`config.mk`:
```
export PLATFORM = sky130hd
export DESIGN_NAME = scan_domain_router
export DESIGN_NICKNAME = d
export VERILOG_FILES = /design/src/rtl/scan_route_pkg.sv /design/src/rtl/scan_mode_decode.sv /design/src/rtl/scan_lane_cell.sv /design/src/rtl/scan_domain_router.sv
export SDC_FILE = /design/constraint.sdc
export NUM_CORES = 1
export LEC_CHECK = 0
export ABC_AREA = 0
export BUFFER_PORTS_ARGS = -buffer_cell sky130_fd_sc_hd__buf_2
export CAP_MARGIN = 25
export CORE_UTILIZATION = 39
export DETAILED_ROUTE_END_ITERATION = 16
export PLACE_DENSITY = 0.84
export SETUP_SLACK_MARGIN = 0.4
export SLEW_MARGIN = 5
export SYNTH_ARGS = -nofsm -noshare
export SYNTH_HDL_FRONTEND = slang
export SYNTH_SLANG_ARGS = --single-unit
```
`constraint.sdc`:
```
create_clock -name vclk -period 1.4
set_clock_uncertainty 0.05 [all_clocks]
set_input_delay 0.14 -clock vclk [all_inputs]
set_output_delay 0.14 -clock vclk [all_outputs]
set_load 0.005 [all_outputs]
```
`src/rtl/scan_route_pkg.sv`:
```
package scan_route_pkg;

    typedef enum logic [1:0] {
        MODE_GRP_A = 2'b00,
        MODE_GRP_B = 2'b01,
        MODE_GRP_C = 2'b10,
        MODE_DAISY = 2'b11
    } route_mode_e;

    typedef enum logic [1:0] {
        FEED_ZERO     = 2'd0,
        FEED_PIN      = 2'd1,
        FEED_UPSTREAM = 2'd2
    } feed_e;

    typedef enum logic [1:0] {
        TAP_A1 = 2'd0,
        TAP_B  = 2'd1,
        TAP_C  = 2'd2
    } tap_e;

    typedef struct packed {
        feed_e feed_a0;
        feed_e feed_a1;
        feed_e feed_b;
        feed_e feed_c;
        tap_e  tap;
    } route_ctl_t;

endpackage

```
`src/rtl/scan_mode_decode.sv`:
```
module scan_mode_decode
    import scan_route_pkg::*;
(
    input  logic [1:0] mode_sel,
    output route_ctl_t ctl
);

    route_mode_e mode;

    assign mode = route_mode_e'(mode_sel);

    always_comb begin
        ctl = '{feed_a0: FEED_ZERO, feed_a1: FEED_ZERO, feed_b: FEED_ZERO,
                feed_c: FEED_ZERO, tap: TAP_A1};
        unique case (mode)
            MODE_GRP_A: begin
                ctl.feed_a0 = FEED_PIN;
                ctl.feed_a1 = FEED_UPSTREAM;
                ctl.tap     = TAP_A1;
            end
            MODE_GRP_B: begin
                ctl.feed_b  = FEED_PIN;
                ctl.tap     = TAP_B;
            end
            MODE_GRP_C: begin
                ctl.feed_c  = FEED_PIN;
                ctl.tap     = TAP_C;
            end
            MODE_DAISY: begin
                ctl.feed_a0 = FEED_PIN;
                ctl.feed_a1 = FEED_UPSTREAM;
                ctl.feed_b  = FEED_UPSTREAM;
                ctl.feed_c  = FEED_UPSTREAM;
                ctl.tap     = TAP_C;
            end
            default: ;
        endcase
    end

endmodule

```
`src/rtl/scan_lane_cell.sv`:
```
module scan_lane_cell
    import scan_route_pkg::*;
(
    input  route_ctl_t ctl,
    input  logic       pin_in,
    input  logic       a0_out,
    input  logic       a1_out,
    input  logic       b_out,
    input  logic       c_out,
    output logic       a0_in,
    output logic       a1_in,
    output logic       b_in,
    output logic       c_in,
    output logic       pin_out
);

    function automatic logic pick(feed_e f, logic pin, logic up);
        unique case (f)
            FEED_PIN:      return pin;
            FEED_UPSTREAM: return up;
            default:       return 1'b0;
        endcase
    endfunction

    always_comb begin
        a0_in = pick(ctl.feed_a0, pin_in, 1'b0);
        a1_in = pick(ctl.feed_a1, pin_in, a0_out);
        b_in  = pick(ctl.feed_b,  pin_in, a1_out);
        c_in  = pick(ctl.feed_c,  pin_in, b_out);
    end

    always_comb begin
        unique case (ctl.tap)
            TAP_B:   pin_out = b_out;
            TAP_C:   pin_out = c_out;
            default: pin_out = a1_out;
        endcase
    end

endmodule

```
`src/rtl/scan_domain_router.sv`:
```
module scan_domain_router
    import scan_route_pkg::*;
#(
    parameter int LANES = 8
) (
    input  logic [1:0]       mode_sel,
    input  logic [LANES-1:0] chip_sin,
    output logic [LANES-1:0] chip_sout,
    output logic [LANES-1:0] grp_a0_sin,
    input  logic [LANES-1:0] grp_a0_sout,
    output logic [LANES-1:0] grp_a1_sin,
    input  logic [LANES-1:0] grp_a1_sout,
    output logic [LANES-1:0] grp_b_sin,
    input  logic [LANES-1:0] grp_b_sout,
    output logic [LANES-1:0] grp_c_sin,
    input  logic [LANES-1:0] grp_c_sout
);

    route_ctl_t ctl;

    scan_mode_decode u_decode (
        .mode_sel (mode_sel),
        .ctl      (ctl)
    );

    // one cell per lane; lane i only touches bit i of every port
    for (genvar ln = 0; ln < LANES; ln++) begin : g_lane
        scan_lane_cell u_cell (
            .ctl     (ctl),
            .pin_in  (chip_sin[ln]),
            .a0_out  (grp_a0_sout[ln]),
            .a1_out  (grp_a1_sout[ln]),
            .b_out   (grp_b_sout[ln]),
            .c_out   (grp_c_sout[ln]),
            .a0_in   (grp_a0_sin[ln]),
            .a1_in   (grp_a1_sin[ln]),
            .b_in    (grp_b_sin[ln]),
            .c_in    (grp_c_sin[ln]),
            .pin_out (chip_sout[ln])
        );
    end

endmodule

```
==> impl_metrics.tcl, run 1 <==
set metrics [dict create \
    period_needed_ps 1345 \
    routed_wl_um 2608 \
    synth_cell_types 14 \
    worstPathArrival_ps 1160 \
    pwr_density_cell_nw_per_um2 357.0 \
    timing_worst_setup_path_type "primary input to primary output" \
    area_growth_pct 45.24 \
    mostFrequentLayoutCell "buf_2" \
    grt_pass1_vias 851 \
    crit_required_ps 1210 \
    grtUsageTotal_pct 19.64 \
    synth_fp_nets 162 \
    antennaDiodeCount 0 \
    max_freq_mhz 743.3 \
    critPathLaunchType "primary input" \
    vias_per_cell 5.031 \
    core_area_um2 2042 \
    wire_per_inst_um 13.51 \
    fin_util_pct 62.56 \
    yosys_warnings 0 \
    n_sequential_cell 0 \
    relSlewSlack_pct 86.98 \
    routed-via-count 971 \
    num_rows 16 \
    cap_violations 0 \
    setup_tns_ps 0 \
    path_max_fanout 6 \
    routabilityCongestion 0.6897 \
    drc 0 \
    hold_buffers 0 \
    whs_path_depth 3 \
    syn-instance-count 114 \
    yosysSeqAreaShare_pct 0 \
    final_cell_mix "buf_2 (79), a22o_1 (16), buf_6 (10)" \
    die_area_um2 2449 \
    die_x_um 49.49 \
    min_from "grp_a0_sout[4]" \
    avgSynthCellArea_um2 7.716 \
    power_leakage_uw 0.0007244 \
    rsz0062_at_grt "true" \
    drtIter0Drc 24 \
    detailed_place_hpwl_um 1766 \
    setup_viol 0 \
    first_pass_iters 4 \
    grt_pass1_wl_um 3815 \
    final_nets 216 \
    synthesis.area_um2 879.6 \
    antenna_found_initial 0 \
    period_share_pct 96.09 \
    initial_core_util_pct 43.08 \
    fp.dieH_um 49.49 \
    grt_max_degree 17 \
    outcome "finished clean" \
    worst_slew_pin_slew_ps 194.7 \
    io_buffer_count 82 \
    holdPathEnd "grp_a1_sin[4]" \
    regArea_um2 0 \
    drive_gt1_share_pct 69.28 \
    slew_violations 0 \
    num_io_pins 82 \
    clkbuf_count 0 \
    grt_overflow_total 0 \
    vdd_ir_drop_max_v 0.0001971 \
    ant_nets 0 \
    endpoint_kind "primary output" \
    hold_class "primary input to primary output" \
    hold_violations 0 \
]
[cell type report]
| class | instances | area, um^2 |
|---|---|---|
| repair buffers | 100 | 648.1 |
| multi-input cells | 64 | 563.0 |
| well taps | 27 | 33.78 |
| fillers | 174 | 764.5 |
| inverters | 2 | 32.53 |
[synthesized netlist by cell type, drive strengths merged]
master  count  area share, %
clkbuf      2           0.85
ha          6            8.5
nand2       8            3.4
nor2b       8            5.7
nor3        1            1.8
a221o       8            9.1
and2b       8            7.7
inv         2           0.85
buf        46             41
a22o       16             16
nor2        9            4.7
[worst max-delay path, cell delays in order]
cell and delay (ps):
buf_12 120, ha_4 160, nor2_4 120, nor3_4 50, buf_6 130, a221o_1 300, buf_2 130
[kinds of logic (layout without fill, tap and decap cells)]
kind of cell	count (synthesis)	after routing	synth area share, %
adders and majority gates	6	6	8.535
and+or+nand+nor	34	34	23.33
buffers and inverters	50	102	43.10
AOI/OAI and AO/OA	24	24	25.04
[routing by layer]
layer | vias to the layer above | GRT usage [%] | share of wire, %
li1 | 460 | - | -
met1 | 444 | 21.51 | 39
met2 | 67 | 42.01 | 52
met3 | 0 | 0.6173 | 8.6
met4 | 0 | 1.429 | 0
met5 | - | 0 | 0
[per-stage QoR]
stage	setup slack, ps	power, uW	hold WS (ps)	instances	instance area, um^2
6_report	54.72	456.1	512.2	193	1277
4_1_cts	82.49	429.5	514.2	191	1221
2_1_floorplan	180.8	320.6	419.5	114	993.5
3_3_place_gp	-101.0	363.0	502.4	181	1085
5_1_grt	26.08	492.0	533.0	193	1277
3_5_place_dp	-140.4	373.5	513.6	181	1085
[where the power goes]
group          total (uW)  switching (uW)  internal [uW]
clock                   0               0              0
sequential              0               0              0
combinational         456             187            269
[worst max path at each step]
stage | slack, ps | from | endpoint
2_1_floorplan | 180 | mode_sel[0] | chip_sout[0]
3_3_place_gp | -100 | mode_sel[1] | chip_sout[5]
3_5_place_dp | -140 | mode_sel[1] | chip_sout[4]
4_1_cts | 80 | mode_sel[1] | chip_sout[7]
5_1_grt | 30 | mode_sel[0] | chip_sout[5]
6_report | 50 | mode_sel[1] | chip_sout[4]
[repair_timing]
item	in CTS	in global routing
buffers inserted	10	2
pin swaps	11	4
endpoints found under the setup margin	40	40
gates resized for setup	14	13
(Power assumes the default switching activity.)
==> run 2: changes to the inputs <==
- ABC_AREA: 0 -> 1
- CELL_PAD_IN_SITES_DETAIL_PLACEMENT: not set -> 1
- CELL_PAD_IN_SITES_GLOBAL_PLACEMENT: not set -> 1
- CORE_UTILIZATION: 39 -> 23
- PLACE_DENSITY: 0.84 -> not set
- PLACE_DENSITY_LB_ADDON: not set -> 0.1
==> run 2 against run 1 <==
Net effect:
- via count is 14% higher
- largest power group unchanged
- hold slack improved by 2.7 ps
- critical endpoint is now grp_c_sin[6]
- sequential share of layout area unchanged
- core utilization decreased by 20 points
- final cell count increased by 33%
==> impl_metrics.tcl, run 2 <==
set metrics [dict create \
    outcome "finished clean" \
    yosysSeqAreaShare_pct 0 \
    worstPathArrival_ps 960 \
    hold_class "primary input to primary output" \
    path_max_fanout 8 \
    final_nets 258 \
    power_uw 537.8 \
    yosys_warnings 0 \
    synth_top_family_by_area "buffers and inverters" \
    grt_pass1_wl_um 5147 \
    synth-compound-area-share_pct 18.18 \
    crit_required_ps 1210 \
    synth_cell_types 13 \
    timing_worst_setup_path_type "primary input to primary output" \
    fp.dieH_um 63.89 \
    drive_gt1_share_pct 79.81 \
    synthAdderAreaFrac_pct 8.523 \
    ant_nets 0 \
    period_needed_ps 1148 \
    syn-instance-count 156 \
    regArea_um2 0 \
    hold_buffers 0 \
    vias_per_cell 4.328 \
    grt_max_degree 17 \
    wire_per_inst_um 13.45 \
    critPathLaunchType "primary input" \
    relSlewSlack_pct 86.72 \
    mostFrequentLayoutCell "buf_2" \
    netlist_top_cells_count "buf_4 (41), nor2_1 (24), inv_1 (20), a21oi_1 (16), nand2_1 (16)" \
    grtUsageTotal_pct 15.56 \
    layout.cells.non_filler 256 \
    num_rows 22 \
    num_io_pins 82 \
    period_share_pct 82.03 \
    die_x_um 63.89 \
    pwr_density_cell_nw_per_um2 348.9 \
    power_leakage_uw 0.0007992 \
    vdd_ir_drop_max_v 0.0001885 \
    yosysMostFrequentCell "buf_4" \
    hold_violations 0 \
    routed_wl_um 3442 \
    rsz0062_at_grt "true" \
    final_cell_area_um2 1541 \
    n_sequential_cell 0 \
    initial_core_util_pct 24.06 \
    synth_fp_nets 204 \
    detailed_place_hpwl_um 2413 \
    endpoint_kind "primary output" \
    fill_cells 487 \
    die_area_um2 4081 \
    area_growth_pct 75.00 \
    core_area_um2 3661 \
    setup_viol 0 \
    yosysTopAreaCellShare_pct 34.94 \
    place_inst 241 \
    first_pass_iters 4 \
    setup_tns_ps 0 \
    antennaDiodeCount 0 \
    slew_violations 0 \
    cap_violations 0 \
    min_from "grp_b_sout[3]" \
    max_freq_mhz 870.7 \
    avgSynthCellArea_um2 5.646 \
    holdPathEnd "grp_c_sin[3]" \
    io_buffer_count 82 \
    final_cell_mix "buf_2 (80), inv_1 (16), a21oi_2 (13)" \
    routabilityCongestion 0.7483 \
    synth-simple-area-share_pct 22.87 \
    multi_input_area_um2 752.0 \
    whs_path_depth 4 \
    ys_top_cells_by_area "buf_4 (35%), nor2_1 (10%), a21oi_1 (9.1%)" \
    placed_area_um2 1016 \
    drtIter0Drc 17 \
    grt_overflow_total 0 \
    synthesis.area_um2 880.8 \
    synth-xor-area-share_pct 0 \
    muxShareOfSynthArea_pct 0 \
    yosysTopAreaCell "buf_4" \
    drc 0 \
    clkbuf_count 0 \
    grt_pass1_vias 1143 \
    worst_slew_pin_slew_ps 198.9 \
    routed-via-count 1108 \
    antenna_found_initial 0 \
]
-- run 2: cell types whose count changed in the layout (fill, tap and decap cells not counted), sizes merged, moves of 2 or more --
cell and change:
o21ai +16, inv +21, buf -2, nand2 +9, a22o -16, nor2b -8, and2b -8, nor2 +15
a21oi +16, nand3 +8, a221o -8
-- run 2: worst max path at each step --
stage / from / endpoint / slack [ps] / depth (start not counted)
after floorplan: mode_sel[0] / grp_c_sin[1] / 400 / 6
after global placement: mode_sel[1] / grp_b_sin[7] / 40 / 6
after detailed placement: mode_sel[1] / grp_b_sin[7] / 0.5 / 6
after CTS: mode_sel[0] / chip_sout[6] / 270 / 8
after global routing: mode_sel[1] / chip_sout[6] / 220 / 7
final: mode_sel[0] / grp_c_sin[6] / 250 / 7
-- run 2: critical path, stage by stage --
cell and delay (ps):
buf_12 120, buf_6 120, ha_4 180, buf_8 150, nand2_1 70, o21ai_2 50, buf_2 130
-- run 2: area by class of cell --
type               instances  share of cell area, %
repair buffers            98                  39.93
well taps                 48                  3.896
inverters                 23                  7.386
multi-input cells         87                  48.78
-- run 2: timing repair --
action	CTS	global route
setup endpoints to repair	40	40
endpoints found under the hold margin	0	0
pin swaps	13	11
resized for setup	65	56
buffers inserted	10	5
-- run 2: per-layer routing --
layer | track usage [%] | part of all wire, %
met3 | 2.321 | 7.0
met4 | 0 | 0
met1 | 18.75 | 41
met5 | 0 | 0
met2 | 30.19 | 52
-- run 2: report_power, final --
group | total, uW | internal (uW) | switching, uW
clock | 0 | 0 | 0
sequential | 0 | 0 | 0
combinational | 538 | 264 | 274
total | 538 | 264 | 274
-- run 2: metrics by stage --
| step | hold slack (ps) | worst slack, ps | util (%) |
|---|---|---|---|
| after detailed placement | 512.5 | 0.5325 | 27.75 |
| final | 515.0 | 251.5 | 42.11 |
| after CTS | 513.4 | 274.5 | 35.95 |
| after global placement | 501.9 | 41.93 | 27.75 |
| after global routing | 544.0 | 215.3 | 42.11 |
| after floorplan | 405.5 | 402.4 | - |
-- run 2: cells by family (layout without fill, tap and decap cells) --
logic type,count (synthesis),in the layout
AO/OA/AOI/OAI,32,32
AND/OR/NAND/NOR,49,49
adder cells (fa/ha/maj),6,6
buffers and inverters,69,121
==> run 3: changes to the inputs <==
- clock period: 1.4 -> 1.16 ns (I/O delays scaled with it)
==> run 3 against run 2 <==
Net effect:
- critical path type unchanged
- highest routed layer unchanged
- total power is 2.9% higher
- sequential share of layout area stayed put
- hold slack worse by 51 ps
- largest cell class unchanged
- first-iteration DRC count fell by 12%
- worst setup slack got worse by 140 ps
- routed wire length shrank 11%
- sequential cell count unchanged
- global-route usage is 1.5 points lower
- core utilization is 5.5 points lower
- final area fell by 13%
==> impl_metrics.tcl, run 3 (synthesis results as in run 2) <==
set metrics [dict create \
    grt_pass1_vias 1067 \
    routed_wl_um 3079 \
    cp_cell_sequence "buf_12, inv_8, ha_4, inv_4, nand2_8, nand3_2, a21oi_2, buf_2" \
    antenna_found_initial 0 \
    critical_path_buf_inv_count 4 \
    final_nets 247 \
    num_rows 22 \
    first_pass_iters 4 \
    worst_path_largest_cell_delay_ps 130 \
    critPathTopFamily "buffers and inverters" \
    clkbuf_count 0 \
    hold_violations 0 \
    whs_ps 464.3 \
    crit_required_ps 990 \
    n_sequential_cell 0 \
    grt_overflow_total 0 \
    critPathSlowestCell "a21oi_2" \
    cap_violations 0 \
    grtUsageMet1_pct 15.78 \
    rsz0062_at_grt "true" \
    drc 0 \
    regArea_um2 0 \
    outcome "finished clean" \
    critPathLaunchType "primary input" \
    routed-via-count 1044 \
    p_clk_share_pct 0 \
    power_leakage_uw 0.0007125 \
    place_inst 243 \
    fin_util_pct 36.60 \
    swShare_pct 51.48 \
    core_area_um2 3661 \
    mostFrequentLayoutCell "buf_2" \
    grt_pass1_wl_um 4678 \
    num_io_pins 82 \
    worstPathArrival_ps 880 \
    p_seq_share_pct 0 \
    timing_worst_setup_path_type "primary input to primary output" \
    relSlewSlack_pct 87.35 \
    layout.cells.non_filler 245 \
    grt_max_degree 17 \
    antennaDiodeCount 0 \
    drive_gt1_share_pct 69.04 \
    area_growth_pct 52.13 \
    path_max_fanout 8 \
    ant_nets 0 \
    period_needed_ps 1048 \
    routabilityCongestion 0.7362 \
    vdd_ir_drop_max_v 0.0002077 \
    internal-power_uw 268.6 \
    die_x_um 63.89 \
    slew_violations 0 \
    globalRoute.busiestLayer "met2" \
    hold_buffers 0 \
    setup_viol 0 \
    pwr_density_cell_nw_per_um2 413.2 \
    fp.dieH_um 63.89 \
    final_cell_mix "buf_2 (80), inv_1 (16), nand2_1 (16)" \
    worst_slew_pin_slew_ps 189.6 \
    grtUsageTotal_pct 14.07 \
    wire_per_inst_um 12.57 \
    initial_core_util_pct 24.06 \
    vias_per_cell 4.261 \
    endpoint_kind "primary output" \
    io_buffer_count 82 \
    die_area_um2 4081 \
    drtIter0Drc 15 \
    pwr-share-comb_pct 100.0 \
    detailed_place_hpwl_um 2420 \
    grt_util_met3_pct 1.786 \
    p_sw_uw 285.0 \
    period_share_pct 90.37 \
    max_freq_mhz 953.9 \
    met2_usage_pct 28.99 \
    hold_class "primary input to primary output" \
]
==> run 3: changes by cell type in the layout (fill, tap and decap cells not counted), moves of 7 or more <==
cell,previous run,this run
nand2_1,7,16
nand2_2,9,0
nor2_2,5,12
nor2_4,10,3
==> run 3: routing by layer <==
metal / up-vias / wire length (um)
met1: 469 / 1203
met4: 0 / 0
li1: 528 / -
met2: 47 / 1642
met3: 0 / 233
met5: - / 0
==> run 3: path summary, 6_finish.rpt <==
| kind | from | to | slack, ps | cells after the start |
|---|---|---|---|---|
| max | mode_sel[0] | chip_sout[5] | 110 | 8 |
| min | grp_a0_sout[6] | grp_a1_sin[6] | 460 | 4 |
==> run 3: metrics by stage <==
stage | cell area (um^2) | TNS (ps) | total power [uW] | setup slack [ps]
3_3_place_gp | 1069 | -1934 | 420.0 | -156.7
6_report | 1340 | 0 | 553.6 | 111.7
3_5_place_dp | 1069 | -2279 | 427.5 | -179.7
5_1_grt | 1340 | 0 | 608.0 | 59.95
4_1_cts | 1224 | 0 | 490.8 | 99.73
2_1_floorplan | 943.4 | 0 | 359.3 | 222.9
==> run 3: cell type report <==
cell class / instances / area, um^2
timing repair buffer: 87 / 496.7
fill: 499 / 2321
inverter: 23 / 118.9
multi-input combinational: 87 / 664.4
tap: 48 / 60.06
==> run 3: what timing repair did <==
| action | in CTS | in global routing |
|---|---|---|
| buffers inserted | 0 | 2 |
| pin swaps | 7 | 4 |
| gates resized for setup | 39 | 32 |
| setup endpoints to repair | 40 | 40 |
==> run 3: power by group through the flow <==
| stage | Clock, uW | Combinational [uW] | Sequential (uW) |
|---|---|---|---|
| global route | 0 | 608 | 0 |
| finish | 0 | 554 | 0 |
| CTS | 0 | 491 | 0 |
| global placement | 0 | 420 | 0 |
| detailed placement | 0 | 427 | 0 |
| floorplan | 0 | 359 | 0 |
==> run 3: tightest hold or removal path: stages <==
cell	delay, ps
buf_2	100
inv_1	40
nor2_1	30
buf_2	110
